[config.mk]
export PLATFORM = sky130hd
export DESIGN_NAME = sdin_steer_unit
export DESIGN_NICKNAME = d
export VERILOG_FILES = /design/src/rtl/sdin_steer_pkg.sv /design/src/rtl/sdin_frame_timer.sv /design/src/rtl/sdin_tag_watch.sv /design/src/rtl/sdin_line_select.sv /design/src/rtl/sdin_steer_unit.sv
export SDC_FILE = /design/constraint.sdc
export NUM_CORES = 1
export LEC_CHECK = 0
export ABC_AREA = 1
export BUFFER_PORTS_ARGS = -buffer_cell sky130_fd_sc_hd__buf_2
export CORE_MARGIN = 2
export CORE_UTILIZATION = 47
export DETAILED_ROUTE_END_ITERATION = 6
export PLACE_DENSITY = 0.68
export SKIP_CTS_REPAIR_TIMING = 1
export SLEW_MARGIN = 20
export SYNTH_ARGS = -nofsm -noshare
export SYNTH_HDL_FRONTEND = slang
export SYNTH_SLANG_ARGS = --single-unit
export TNS_END_PERCENT = 1
[constraint.sdc]
create_clock -name bit_clk -period 1.76 [get_ports bit_clk]
set_input_delay 0.088 -clock bit_clk [delete_from_list [all_inputs] [get_ports bit_clk]]
set_output_delay 0.088 -clock bit_clk [all_outputs]
set_load 0.05 [all_outputs]
[src/rtl/sdin_steer_pkg.sv]
// Shared sizing for the serial data-in steering unit.
// Assumes three input lines, two engines and a 256-bit frame layout.
package sdin_steer_pkg;
    localparam int LINES      = 3;
    localparam int ENGINES    = 2;
    localparam int SEL_W      = $clog2(LINES + 1);
    localparam int IDX_W      = $clog2(LINES);
    localparam int FRAME_BITS = 256;
    localparam int POS_W      = $clog2(FRAME_BITS);
    localparam int TAG_BITS   = 16;
    localparam int SLOT_BITS  = 20;
    localparam int TAG_CHK    = 3;
    localparam int RET_LAST   = TAG_BITS + 2 * SLOT_BITS - 1;
endpackage

[src/rtl/sdin_frame_timer.sv]
// Frame position tracker.
// Finds the rising edge of the sync input and counts bit positions 0..FRAME_BITS-1.
// Tracking stops after the last bit until the next rising edge of sync.
// Assumes sync is sampled on the same edge as the data lines.
module sdin_frame_timer
    import sdin_steer_pkg::*;
(
    input  logic             clk,
    input  logic             rst_n,
    input  logic             sync,
    output logic             pos_valid,
    output logic [POS_W-1:0] pos
);
    localparam logic [POS_W-1:0] LAST_POS = POS_W'(FRAME_BITS - 1);

    logic             sync_prev;
    logic             framed_q;
    logic [POS_W-1:0] pos_q;
    logic             start;

    // Decode the current bit position from the sync edge and the last position.
    always_comb begin
        start     = sync & ~sync_prev;
        pos_valid = start | (framed_q & (pos_q != LAST_POS));
        pos       = start ? '0 : pos_q + 1'b1;
    end

    // Hold the previous sync level and the frame position.
    always_ff @(posedge clk) begin
        if (!rst_n) begin
            sync_prev <= 1'b0;
            framed_q  <= 1'b0;
            pos_q     <= '0;
        end else begin
            sync_prev <= sync;
            framed_q  <= pos_valid;
            if (pos_valid) pos_q <= pos;
        end
    end

    assert_start_pos_R9: assert property (@(posedge clk) disable iff (!rst_n)
        (sync && !sync_prev) |=> (framed_q && pos_q == '0));
    assert_frame_end_R9: assert property (@(posedge clk) disable iff (!rst_n)
        (framed_q && pos_q == LAST_POS && !(sync && !sync_prev)) |=> !framed_q);
endmodule

[src/rtl/sdin_tag_watch.sv]
// Tag watcher for one serial input line.
// Stores the frame, slot 1 and slot 2 valid bits from frame bits 0..2.
// Raises hit at the last bit of slot 2 when all three bits were set.
// Assumes pos/pos_valid come from the shared frame timer.
module sdin_tag_watch
    import sdin_steer_pkg::*;
(
    input  logic             clk,
    input  logic             rst_n,
    input  logic             line_bit,
    input  logic             pos_valid,
    input  logic [POS_W-1:0] pos,
    output logic             hit
);
    logic [TAG_CHK-1:0] tag_q;

    // Capture the leading tag bits, most significant first.
    always_ff @(posedge clk) begin
        if (!rst_n) begin
            tag_q <= '0;
        end else if (pos_valid) begin
            for (int k = 0; k < TAG_CHK; k++) begin
                if (pos == POS_W'(k)) tag_q[TAG_CHK-1-k] <= line_bit;
            end
        end
    end

    // Flag a read return at the final slot-2 bit.
    always_comb begin
        hit = pos_valid && (pos == POS_W'(RET_LAST)) && (&tag_q);
    end
endmodule

[src/rtl/sdin_line_select.sv]
// Output stage for one DMA engine.
// Sends the OR of all lines while steering is off, the selected line while
// it is on, and 0 for a select beyond the last line. Registered output.
module sdin_line_select
    import sdin_steer_pkg::*;
(
    input  logic             clk,
    input  logic             rst_n,
    input  logic [LINES-1:0] lines,
    input  logic             steer_en,
    input  logic [SEL_W-1:0] sel,
    output logic             out_bit
);
    logic picked;

    // Choose the source bit for this engine.
    always_comb begin
        picked = 1'b0;
        if (!steer_en) begin
            picked = |lines;
        end else begin
            for (int i = 0; i < LINES; i++) begin
                if (sel == SEL_W'(i)) picked = lines[i];
            end
        end
    end

    // Register the engine's stream bit.
    always_ff @(posedge clk) begin
        if (!rst_n) out_bit <= 1'b0;
        else        out_bit <= picked;
    end

    assert_or_mode_R2: assert property (@(posedge clk) disable iff (!rst_n)
        !steer_en |=> (out_bit == $past(|lines)));
    assert_null_sel_R4: assert property (@(posedge clk) disable iff (!rst_n)
        (steer_en && sel == {SEL_W{1'b1}}) |=> !out_bit);
endmodule

[src/rtl/sdin_steer_unit.sv]
// Serial data-in steering unit (top).
// Watches each input's tag for a register read return, records the returning
// line, and steers the inputs to the DMA engines as configured.
// Assumes one outstanding register read and a single bit-clock domain.
module sdin_steer_unit
    import sdin_steer_pkg::*;
(
    input  logic               bit_clk,
    input  logic               rst_n,
    input  logic               frame_sync,
    input  logic [LINES-1:0]   sdin,
    input  logic               cfg_wr,
    input  logic [7:3]         cfg_wdata,
    output logic [7:0]         cfg_rdata,
    output logic [ENGINES-1:0] dma_rx,
    output logic [IDX_W-1:0]   det_line
);
    logic             pos_valid;
    logic [POS_W-1:0] pos;
    logic [LINES-1:0] hit;
    logic [IDX_W-1:0] low_idx;
    logic             steer_en;
    logic [SEL_W-1:0] sel_q [ENGINES];

    sdin_frame_timer u_timer (
        .clk       (bit_clk),
        .rst_n     (rst_n),
        .sync      (frame_sync),
        .pos_valid (pos_valid),
        .pos       (pos)
    );

    for (genvar g = 0; g < LINES; g++) begin : g_watch
        sdin_tag_watch u_watch (
            .clk       (bit_clk),
            .rst_n     (rst_n),
            .line_bit  (sdin[g]),
            .pos_valid (pos_valid),
            .pos       (pos),
            .hit       (hit[g])
        );
    end

    for (genvar e = 0; e < ENGINES; e++) begin : g_engine
        sdin_line_select u_sel (
            .clk      (bit_clk),
            .rst_n    (rst_n),
            .lines    (sdin),
            .steer_en (steer_en),
            .sel      (sel_q[e]),
            .out_bit  (dma_rx[e])
        );
    end

    // Pick the lowest-numbered line that returned read data.
    always_comb begin
        low_idx = '0;
        for (int i = LINES - 1; i >= 0; i--) begin
            if (hit[i]) low_idx = IDX_W'(i);
        end
    end

    // Record the returning line whenever any hit appears.
    always_ff @(posedge bit_clk) begin
        if (!rst_n)    det_line <= '0;
        else if (|hit) det_line <= low_idx;
    end

    // Hold the steering configuration written by software.
    always_ff @(posedge bit_clk) begin
        if (!rst_n) begin
            steer_en <= 1'b0;
            for (int e = 0; e < ENGINES; e++) sel_q[e] <= '0;
        end else if (cfg_wr) begin
            steer_en <= cfg_wdata[3];
            sel_q[0] <= cfg_wdata[5:4];
            sel_q[1] <= cfg_wdata[7:6];
        end
    end

    // Assemble the readable configuration word.
    always_comb begin
        cfg_rdata = {sel_q[1], sel_q[0], steer_en, 1'b0, det_line};
    end

    assert_idx_only_on_return_R5: assert property (@(posedge bit_clk) disable iff (!rst_n)
        !$stable(det_line) |-> $past(|hit));
    assert_lowest_wins_R7: assert property (@(posedge bit_clk) disable iff (!rst_n)
        hit[0] |=> (det_line == '0));
    assert_cfg_store_R10: assert property (@(posedge bit_clk) disable iff (!rst_n)
        cfg_wr |=> (cfg_rdata[7:3] == $past(cfg_wdata)));
endmodule

==> impl_metrics.env, run 1 <==
export IMPL_ff2ff_path_depth=12
export IMPL_cpPeakStageDelay_ps=390
export IMPL_hp_class="input pin to register"
export IMPL_post_route_period_util_pct=93.8
export IMPL_timing_fmax_mhz=606
export IMPL_synth_edf_count=4
export IMPL_drc=0
export IMPL_worstReg2RegEnd="det_line[0]$_SDFFE_PN0P_"
export IMPL_ys_warn_count=0
export IMPL_hold_path_depth=3
export IMPL_yosys_area_top_type="dfxtp_1"
export IMPL_cts_root_buf="clkbuf_4"
export IMPL_coreArea_um2=3080
export IMPL_synth_cells=213
export IMPL_drtIter0Drc=53
export IMPL_track_usage_pct=17.7
export IMPL_critPathArrivalTime_ps=1930
export IMPL_num_io_pins=24
export IMPL_synth_seq_cells=28
export IMPL_initial_core_util_pct=49.6
export IMPL_synth_ff_type="dfxtp_1"
export IMPL_status="finished, final reports clean"
export IMPL_yosysUniqueCellTypes=29
export IMPL_setup_violations=0
export IMPL_clockBufferDepth=2
export IMPL_maxSlewHeadroom_pct=65.1
export IMPL_slew_violations=0
export IMPL_vias=1326
export IMPL_path_buf_inv=1
export IMPL_yosys_top_cells_area="dfxtp_1 31%, nand2_1 13%, edfxtp_1 7.9%"
export IMPL_firstDrtPassIters=4
export IMPL_final_nets=248
export IMPL_die_w_um=61.0
export IMPL_syn_area_per_cell_um2=7.17
export IMPL_diodes=0
export IMPL_ys_seq_area_share_pct=39.3
export IMPL_synth_area_um2=1530
export IMPL_r2r_start="u_timer.pos_q[1]$_SDFFE_PN0P_"
export IMPL_yosysTopAreaCellShare_pct=31.4
export IMPL_setup_tns_ps=0
export IMPL_grt_pass1_vias=1157
export IMPL_syn_to_final_growth_pct=16.9
export IMPL_yosysMostFrequentCell="nand2_1"
export IMPL_max_cap_violations=0
export IMPL_async_flop_share_pct=0
export IMPL_viasPerCell=4.77
export IMPL_path_cells="ha_4 > nand2_2 > inv_4 > nand2_1 > nand2_2 > nor2_4 > nand3_2 > nor2_4 > nand2_1 > nor2_1 > nand2_1 > a21oi_2"
export IMPL_placedInstanceArea_um2=1650
export IMPL_clk_pin_slew_worst_paths_ps=150
export IMPL_powerDensity_nw_per_um2=757
export IMPL_cts_tree="built"
export IMPL_drtAntennaViolNets=0
export IMPL_die_h_um=61.0
export IMPL_port_buffer_count=22
export IMPL_clkSinkCount=28
export IMPL_overflow=0
export IMPL_num_rows=20
export IMPL_p_leak_nw=0.786
export IMPL_critPathTopFamily="simple AND/OR/NAND/NOR gates"
export IMPL_grt_start_max_net_pins=17
export IMPL_h_tree_depth=1
export IMPL_worst_pin_slew_ps=522
export IMPL_synthTopCellsByCount="53 x nand2_1, 24 x dfxtp_1, 24 x inv_1"
export IMPL_cpMostUsedCell="nand2_1"
export IMPL_dieArea_um2=3720
export IMPL_rsz0062_at_grt="true"
export IMPL_wire_per_inst_um=10.7
export IMPL_cp_max_fo=4
export IMPL_worst_skew_pair_late_latency_ps=330
export IMPL_dp_hpwl_um=2150
export IMPL_worst_setup_path_end_kind="register"
export IMPL_final_area_um2=1790
export IMPL_layout_drive_gt1_share_pct=27.8
export IMPL_holdCritStartpoint="cfg_wr"
export IMPL_startpoint_type="register"
export IMPL_finalWirelength_um=2960
export IMPL_gp_congestion=0.813
export IMPL_hold_violations=0
export IMPL_grt_pass1_wl_um=4870
export IMPL_path_class="register to register"
export IMPL_worst_hold_path_endpoint="steer_en$_SDFFE_PN0P_"
export IMPL_syn_nets=226
export IMPL_worst_clock_skew_ps=2.43
export IMPL_antenna_found_initial=0
export IMPL_slowest_stage="dfxtp_4"
export IMPL_max_vdd_ir_drop_mv=0.423
export IMPL_cp_required_ps=2030
export IMPL_fin_crit_ps=1650
export IMPL_numCtsBuffers=3
export IMPL_rrSetupSlack_ps=110
routing by layer:
metal / vias to the layer above / part of all wire [%] / track usage, % / routed length (um)
met4: 0 / 1.0 / 7.14 / 31
li1: 714 / - / - / -
met2: 26 / 47 / 28.6 / 1400
met3: 4 / 3.1 / 3.36 / 91
met1: 582 / 49 / 23.4 / 1440
met5: - / 0 / 0 / 0
worst register-to-register path: cells and delay by family, from the launching register on:
| kind | cells | cell delay [ps] |
|---|---|---|
| buf+inv | 1 | 60 |
| simple gates | 9 | 880 |
| compound gates | 1 | 120 |
| fa+ha+maj | 1 | 160 |
| flops | 1 | 390 |
power by group:
group	internal [mW]	total, mW	leakage (nW)	switching [mW]
Clock	0.230	0.422	0.0279	0.192
Combinational	0.0716	0.226	0.517	0.154
Sequential	0.681	0.703	0.241	0.0224
Total	0.982	1.35	0.786	0.369
placed cells by master (no fill, tap or decap), types with 3 or more instances in the layout:
| cell | n |
|---|---|
| nand2_1 | 52 |
| inv_1 | 24 |
| buf_2 | 22 |
| nor2_1 | 21 |
| dfxtp_1 | 21 |
| nand3_1 | 20 |
| a21oi_1 | 15 |
| nand2_2 | 5 |
| nor2_4 | 5 |
| inv_2 | 5 |
| edfxtp_1 | 4 |
| nand3_2 | 3 |
| nor2_2 | 3 |
| a21oi_2 | 3 |
| clkbuf_4 | 3 |
flip-flops by register name, indices dropped and copies added (netlist names):
name / count
det_line: 2
g_engine.u_sel.out_bit: 2
g_watch.u_watch.tag_q: 9
sel_q: 4
steer_en: 1
u_timer.framed_q: 1
u_timer.pos_q: 8
u_timer.sync_prev: 1
cell families (layout without fill, tap and decap cells):
family,Yosys count,in the layout,synth area share [%]
AO/OA/AOI/OAI,26,26,10.2
other,1,1,0.245
buffers and inverters,40,61,11.9
adder cells (fa/ha/maj),1,1,0.819
AND/OR/NAND/NOR,117,117,37.6
flip-flops,28,28,39.3
final cells by class:
class                      instances  area (um2)
clock buffer                       3        22.5
clock inverter                     1        30.0
fill                             319        1290
inverter                          31         121
multi-input combinational        145         802
sequential                        28         609
tap                               44        55.1
timing repair buffer              26         145
how the worst max path moves through the flow:
stage	slack, ps	end	depth (start not counted)	start
2_1_floorplan	200	det_line[0]$_SDFFE_PN0P_	11	u_timer.pos_q[0]$_SDFFE_PN0P_
3_3_place_gp	100	det_line[0]$_SDFFE_PN0P_	9	u_timer.pos_q[0]$_SDFFE_PN0P_
3_5_place_dp	60	det_line[0]$_SDFFE_PN0P_	9	u_timer.pos_q[0]$_SDFFE_PN0P_
4_1_cts	20	det_line[0]$_SDFFE_PN0P_	9	u_timer.pos_q[0]$_SDFFE_PN0P_
5_1_grt	-20	g_watch[2].u_watch.tag_q[1]$_SDFFE_PN0P_	13	u_timer.pos_q[0]$_SDFFE_PN0P_
6_report	110	det_line[0]$_SDFFE_PN0P_	12	u_timer.pos_q[1]$_SDFFE_PN0P_
metrics by stage:
stage | total power [mW] | setup WS [ps] | instances | hold slack, ps | util (%)
after global routing | 1.42 | -23.0 | 278 | 6.31 | 58.0
after detailed placement | 0.927 | 64.3 | 272 | 304 | 53.5
after CTS | 1.35 | 15.1 | 276 | -57.3 | 55.2
after floorplan | 0.879 | 199 | 213 | 186 | -
after global placement | 0.927 | 99.8 | 272 | 297 | 53.5
final | 1.35 | 109 | 278 | 11.1 | 58.0
(Power assumes the default switching activity.)
==> run 2: changes to the inputs <==
--- a/config.mk
+++ b/config.mk
@@ -7,10 +7,12 @@
 export LEC_CHECK = 0
 export ABC_AREA = 1
 export BUFFER_PORTS_ARGS = -buffer_cell sky130_fd_sc_hd__buf_2
+export CELL_PAD_IN_SITES_DETAIL_PLACEMENT = 1
+export CELL_PAD_IN_SITES_GLOBAL_PLACEMENT = 2
 export CORE_MARGIN = 2
-export CORE_UTILIZATION = 47
+export CORE_UTILIZATION = 31
 export DETAILED_ROUTE_END_ITERATION = 6
-export PLACE_DENSITY = 0.68
+export PLACE_DENSITY_LB_ADDON = 0.1
 export SKIP_CTS_REPAIR_TIMING = 1
 export SLEW_MARGIN = 20
 export SYNTH_ARGS = -nofsm -noshare
==> impl_metrics.env, run 2 (synthesized netlist as in run 1, its figures left out) <==
export IMPL_drc=0
export IMPL_slowest_stage="dfxtp_4"
export IMPL_max_cap_violations=0
export IMPL_track_usage_pct=15.7
export IMPL_vias=1413
export IMPL_port_buffer_count=22
export IMPL_hp_class="input pin to register"
export IMPL_num_rows=25
export IMPL_drtIter0Drc=31
export IMPL_final_util_pct=38.1
export IMPL_fin_crit_ps=1660
export IMPL_rrSetupSlack_ps=100
export IMPL_overflow=0
export IMPL_dieArea_um2=5510
export IMPL_clockBufferDepth=2
export IMPL_final_cells=301
export IMPL_viasPerCell=4.69
export IMPL_largest_reg_flops=9
export IMPL_grt_start_max_net_pins=16
export IMPL_die_w_um=74.2
export IMPL_path_cells="ha_4 > nand2_4 > inv_4 > nand2_1 > nand2_2 > nor2_4 > nand3_2 > nor2_4 > nand2_1 > nor2_1 > nand2_1 > a21oi_2"
export IMPL_grt_pass1_vias=1465
export IMPL_gp_congestion=0.801
export IMPL_grt_pass1_wl_um=6640
export IMPL_post_route_period_util_pct=94.1
export IMPL_h_tree_depth=1
export IMPL_slew_violations=0
export IMPL_antenna_found_initial=0
export IMPL_p_leak_nw=0.804
export IMPL_setup_tns_ps=0
export IMPL_hold_violations=0
export IMPL_final_setup_worst_slack_ps=104
export IMPL_dp_slack_ps=-11.5
export IMPL_cpPeakStageDelay_ps=370
export IMPL_clkSinkCount=28
export IMPL_diodes=0
export IMPL_fin_total_pwr_mw=1.34
export IMPL_rsz0062_at_grt="true"
export IMPL_worst_clock_skew_ps=8.27
export IMPL_path_class="register to register"
export IMPL_cp_required_ps=1980
export IMPL_layout_drive_gt1_share_pct=27.8
export IMPL_final_nets=248
export IMPL_clk_pin_slew_worst_paths_ps=100
export IMPL_die_h_um=74.2
export IMPL_path_buf_inv=1
export IMPL_initial_core_util_pct=32.3
export IMPL_status="finished, final reports clean"
export IMPL_startpoint_type="register"
export IMPL_syn_to_final_growth_pct=17.9
export IMPL_setup_violations=0
export IMPL_reg_top3="g_watch.u_watch.tag_q: 9 flops, u_timer.pos_q: 8 flops, sel_q: 4 flops"
export IMPL_critPathTopFamily="simple AND/OR/NAND/NOR gates"
export IMPL_top_register="g_watch.u_watch.tag_q"
export IMPL_timing_fmax_mhz=604
export IMPL_worst_skew_pair_late_latency_ps=280
export IMPL_num_io_pins=24
export IMPL_layout_commonest_cell="nand2_1"
export IMPL_wire_per_inst_um=13.0
export IMPL_coreArea_um2=4720
export IMPL_max_vdd_ir_drop_mv=0.252
export IMPL_critPathArrivalTime_ps=1870
export IMPL_numCtsBuffers=3
export IMPL_cpMostUsedCell="nand2_1"
export IMPL_cp_max_fo=4
export IMPL_maxSlewHeadroom_pct=64.0
export IMPL_worst_pin_slew_ps=539
export IMPL_finalWirelength_um=3930
export IMPL_dp_hpwl_um=3130
export IMPL_cts_tree="built"
export IMPL_placed_cells=296
export IMPL_drtAntennaViolNets=0
export IMPL_powerDensity_nw_per_um2=744
export IMPL_cts_root_buf="clkbuf_8"
export IMPL_firstDrtPassIters=4
export IMPL_worst_setup_path_end_kind="register"
export IMPL_mostFrequentLayoutCells="53 x nand2_1, 24 x inv_1, 22 x buf_2"
==> run 2: routing by layer <==
layer	up-vias	global-route usage [%]	wire length, um
met5	-	0	0
met4	0	5.86	63
met3	7	2.30	86
met2	20	28.1	2010
met1	677	19.0	1770
li1	709	-	-
==> run 2: worst paths after layout <==
kind	cells past startpoint	start	to
min	3	frame_sync	u_timer.sync_prev$_SDFF_PN0_
min reg2reg	2	det_line[1]$_SDFFE_PN0P_	det_line[1]$_SDFFE_PN0P_
max	12	u_timer.pos_q[1]$_SDFFE_PN0P_	det_line[0]$_SDFFE_PN0P_
max reg2reg	12	u_timer.pos_q[1]$_SDFFE_PN0P_	det_line[0]$_SDFFE_PN0P_
==> run 2: through the flow <==
step	hold slack (ps)	instance area (um2)
5_1_grt	26.2	1800
3_5_place_dp	308	1680
2_1_floorplan	186	1530
4_1_cts	5.66	1740
6_report	17.3	1800
3_3_place_gp	296	1680
==> run 2: tightest hold or removal path, stage by stage <==
cell and delay, ps:
buf_2 90, nand2_1 50, inv_1 40
==> run 2: layout make-up <==
type | instances | area, um2
Timing Repair Buffer | 26 | 140
Sequential cell | 28 | 613
Fill cell | 617 | 2920
Inverter | 31 | 121
Tap cell | 67 | 83.8
Multi-Input combinational cell | 145 | 788
Clock buffer | 4 | 55.1
==> run 2: power by group <==
part / leakage [nW] / switching, mW / internal [mW] / total, mW
sequential: 0.241 / 0.0255 / 0.679 / 0.704
combinational: 0.534 / 0.158 / 0.0694 / 0.227
clock: 0.0288 / 0.208 / 0.201 / 0.409
total: 0.804 / 0.391 / 0.949 / 1.34
==> run 3: changes to the inputs <==
--- a/config.mk
+++ b/config.mk
@@ -9,7 +9,7 @@
 export BUFFER_PORTS_ARGS = -buffer_cell sky130_fd_sc_hd__buf_2
 export CELL_PAD_IN_SITES_DETAIL_PLACEMENT = 1
 export CELL_PAD_IN_SITES_GLOBAL_PLACEMENT = 2
-export CORE_MARGIN = 2
+export CORE_MARGIN = 1
 export CORE_UTILIZATION = 31
 export DETAILED_ROUTE_END_ITERATION = 6
 export PLACE_DENSITY_LB_ADDON = 0.1
==> impl_metrics.env, run 3 (synthesized netlist as in run 1, its figures left out) <==
export IMPL_status="finished, final reports clean"
export IMPL_cp_required_ps=1980
export IMPL_drc=0
export IMPL_track_usage_pct=17.1
export IMPL_cp_max_fo=4
export IMPL_initial_core_util_pct=32.3
export IMPL_h_tree_depth=1
export IMPL_worst_setup_path_end_kind="register"
export IMPL_timing_fmax_mhz=614
export IMPL_viasPerCell=4.64
export IMPL_p_leak_nw=0.801
export IMPL_gp_congestion=0.788
export IMPL_dp_hpwl_um=3070
export IMPL_setup_violations=0
export IMPL_max_vdd_ir_drop_mv=0.325
export IMPL_syn_to_final_growth_pct=21.5
export IMPL_switchingPower_mw=0.400
export IMPL_powerDensity_nw_per_um2=729
export IMPL_setup_tns_ps=0
export IMPL_p_seq_share_pct=52.1
export IMPL_path_buf_inv=1
export IMPL_grt_pass1_vias=1444
export IMPL_vias=1405
export IMPL_largest_reg_flops=9
export IMPL_port_buffer_count=22
export IMPL_path_class="register to register"
export IMPL_drtIter0Drc=25
export IMPL_intPower_mw=0.954
export IMPL_cpMostUsedCell="nand2_1"
export IMPL_overflow=0
export IMPL_startpoint_type="register"
export IMPL_slowest_stage="dfxtp_4"
export IMPL_cts_root_buf="clkbuf_8"
export IMPL_num_rows=25
export IMPL_fin_crit_ps=1630
export IMPL_hold_violations=0
export IMPL_whs_ps=26.1
export IMPL_grt_pass1_wl_um=6780
export IMPL_layout_drive_gt1_share_pct=32.6
export IMPL_rsz0062_at_grt="true"
export IMPL_layout_commonest_cell="nand2_1"
export IMPL_worst_pin_slew_ps=551
export IMPL_antenna_found_initial=0
export IMPL_grt_start_max_net_pins=16
export IMPL_critPathArrivalTime_ps=1840
export IMPL_num_io_pins=24
export IMPL_rrSetupSlack_ps=130
export IMPL_mostFrequentLayoutCells="48 x nand2_1, 23 x inv_1, 22 x buf_2"
export IMPL_clk_pin_slew_worst_paths_ps=100
export IMPL_reg_top3="g_watch.u_watch.tag_q: 9 flops, u_timer.pos_q: 8 flops, sel_q: 4 flops"
export IMPL_cts_tree="built"
export IMPL_path_cells="ha_4 > nand2_2 > inv_4 > nand2_1 > nand2_2 > nor2_4 > nand3_2 > nor2_4 > nand2_1 > nor2_1 > nand2_1 > a21oi_2"
export IMPL_comb_power_share_pct=17.6
export IMPL_wire_per_inst_um=13.2
export IMPL_firstDrtPassIters=4
export IMPL_diodes=0
export IMPL_die_w_um=72.2
export IMPL_slew_violations=0
export IMPL_worst_clock_skew_ps=4.05
export IMPL_numCtsBuffers=3
export IMPL_worst_skew_pair_late_latency_ps=280
export IMPL_drtAntennaViolNets=0
export IMPL_clkSinkCount=28
export IMPL_hp_class="input pin to register"
export IMPL_coreArea_um2=4720
export IMPL_post_route_period_util_pct=92.5
export IMPL_critPathTopFamily="simple AND/OR/NAND/NOR gates"
export IMPL_dp_slack_ps=-21.2
export IMPL_die_h_um=72.2
export IMPL_swShare_pct=29.5
export IMPL_final_nets=250
export IMPL_final_setup_worst_slack_ps=131
export IMPL_max_cap_violations=0
export IMPL_top_register="g_watch.u_watch.tag_q"
export IMPL_finalWirelength_um=4010
export IMPL_clockBufferDepth=2
export IMPL_cpPeakStageDelay_ps=370
export IMPL_dieArea_um2=5210
export IMPL_maxSlewHeadroom_pct=63.2
export IMPL_clkPwrFrac_pct=30.3
run 3: cell types whose count changed in the layout (fill, tap and decap cells not counted), moves of 2 or more:
cell	before	now
nand2_1	53	48
nand2_2	3	8
nand3_4	0	2
nor3_2	0	2
buf_4	4	6
nor3_1	2	0
nand3_1	19	17
run 3: path summary, 6_finish.rpt:
check	cells past startpoint	endpoint	startpoint
worst max-delay path	12	det_line[0]$_SDFFE_PN0P_	u_timer.pos_q[0]$_SDFFE_PN0P_
worst min-delay path	3	u_timer.sync_prev$_SDFF_PN0_	frame_sync
worst max register to register	12	det_line[0]$_SDFFE_PN0P_	u_timer.pos_q[0]$_SDFFE_PN0P_
worst min register to register	2	det_line[1]$_SDFFE_PN0P_	det_line[1]$_SDFFE_PN0P_
run 3: power by group through the flow:
| stage | clock network [mW] | registers (mW) | logic [mW] |
|---|---|---|---|
| floorplan | 0 | 0.740 | 0.139 |
| global placement | 0 | 0.718 | 0.216 |
| detailed placement | 0 | 0.719 | 0.221 |
| CTS | 0.419 | 0.705 | 0.222 |
| global route | 0.450 | 0.710 | 0.265 |
| finish | 0.411 | 0.705 | 0.238 |
run 3: area by class of cell:
type,instances,area [um2]
flip-flops and latches,28,609
fillers,597,2870
inverters,31,121
well taps,67,83.8
repair buffers,28,155
multi-input cells,145,831
clock buffers,4,55.1
run 3: metal layers:
layer,up-vias,share of wire [%],global-route usage (%)
met5,-,0,0
met4,0,1.5,6.54
met3,5,1.8,2.08
met2,18,52,30.0
met1,669,44,21.2
li1,713,-,-
run 3: worst register-to-register path, delay by kind of cell (launching register included):
family / cells / cell delay [ps]
fa+ha+maj: 1 / 170
compound gates: 1 / 130
flops: 1 / 370
simple gates: 9 / 860
buf+inv: 1 / 50
run 3: stage by stage:
stage	utilization [%]	instance area [um2]	total power, mW	instances
6_report	39.3	1860	1.35	303
4_1_cts	36.8	1740	1.35	300
3_3_place_gp	35.6	1680	0.934	296
2_1_floorplan	-	1530	0.879	213
5_1_grt	39.3	1860	1.42	303
3_5_place_dp	35.6	1680	0.940	296
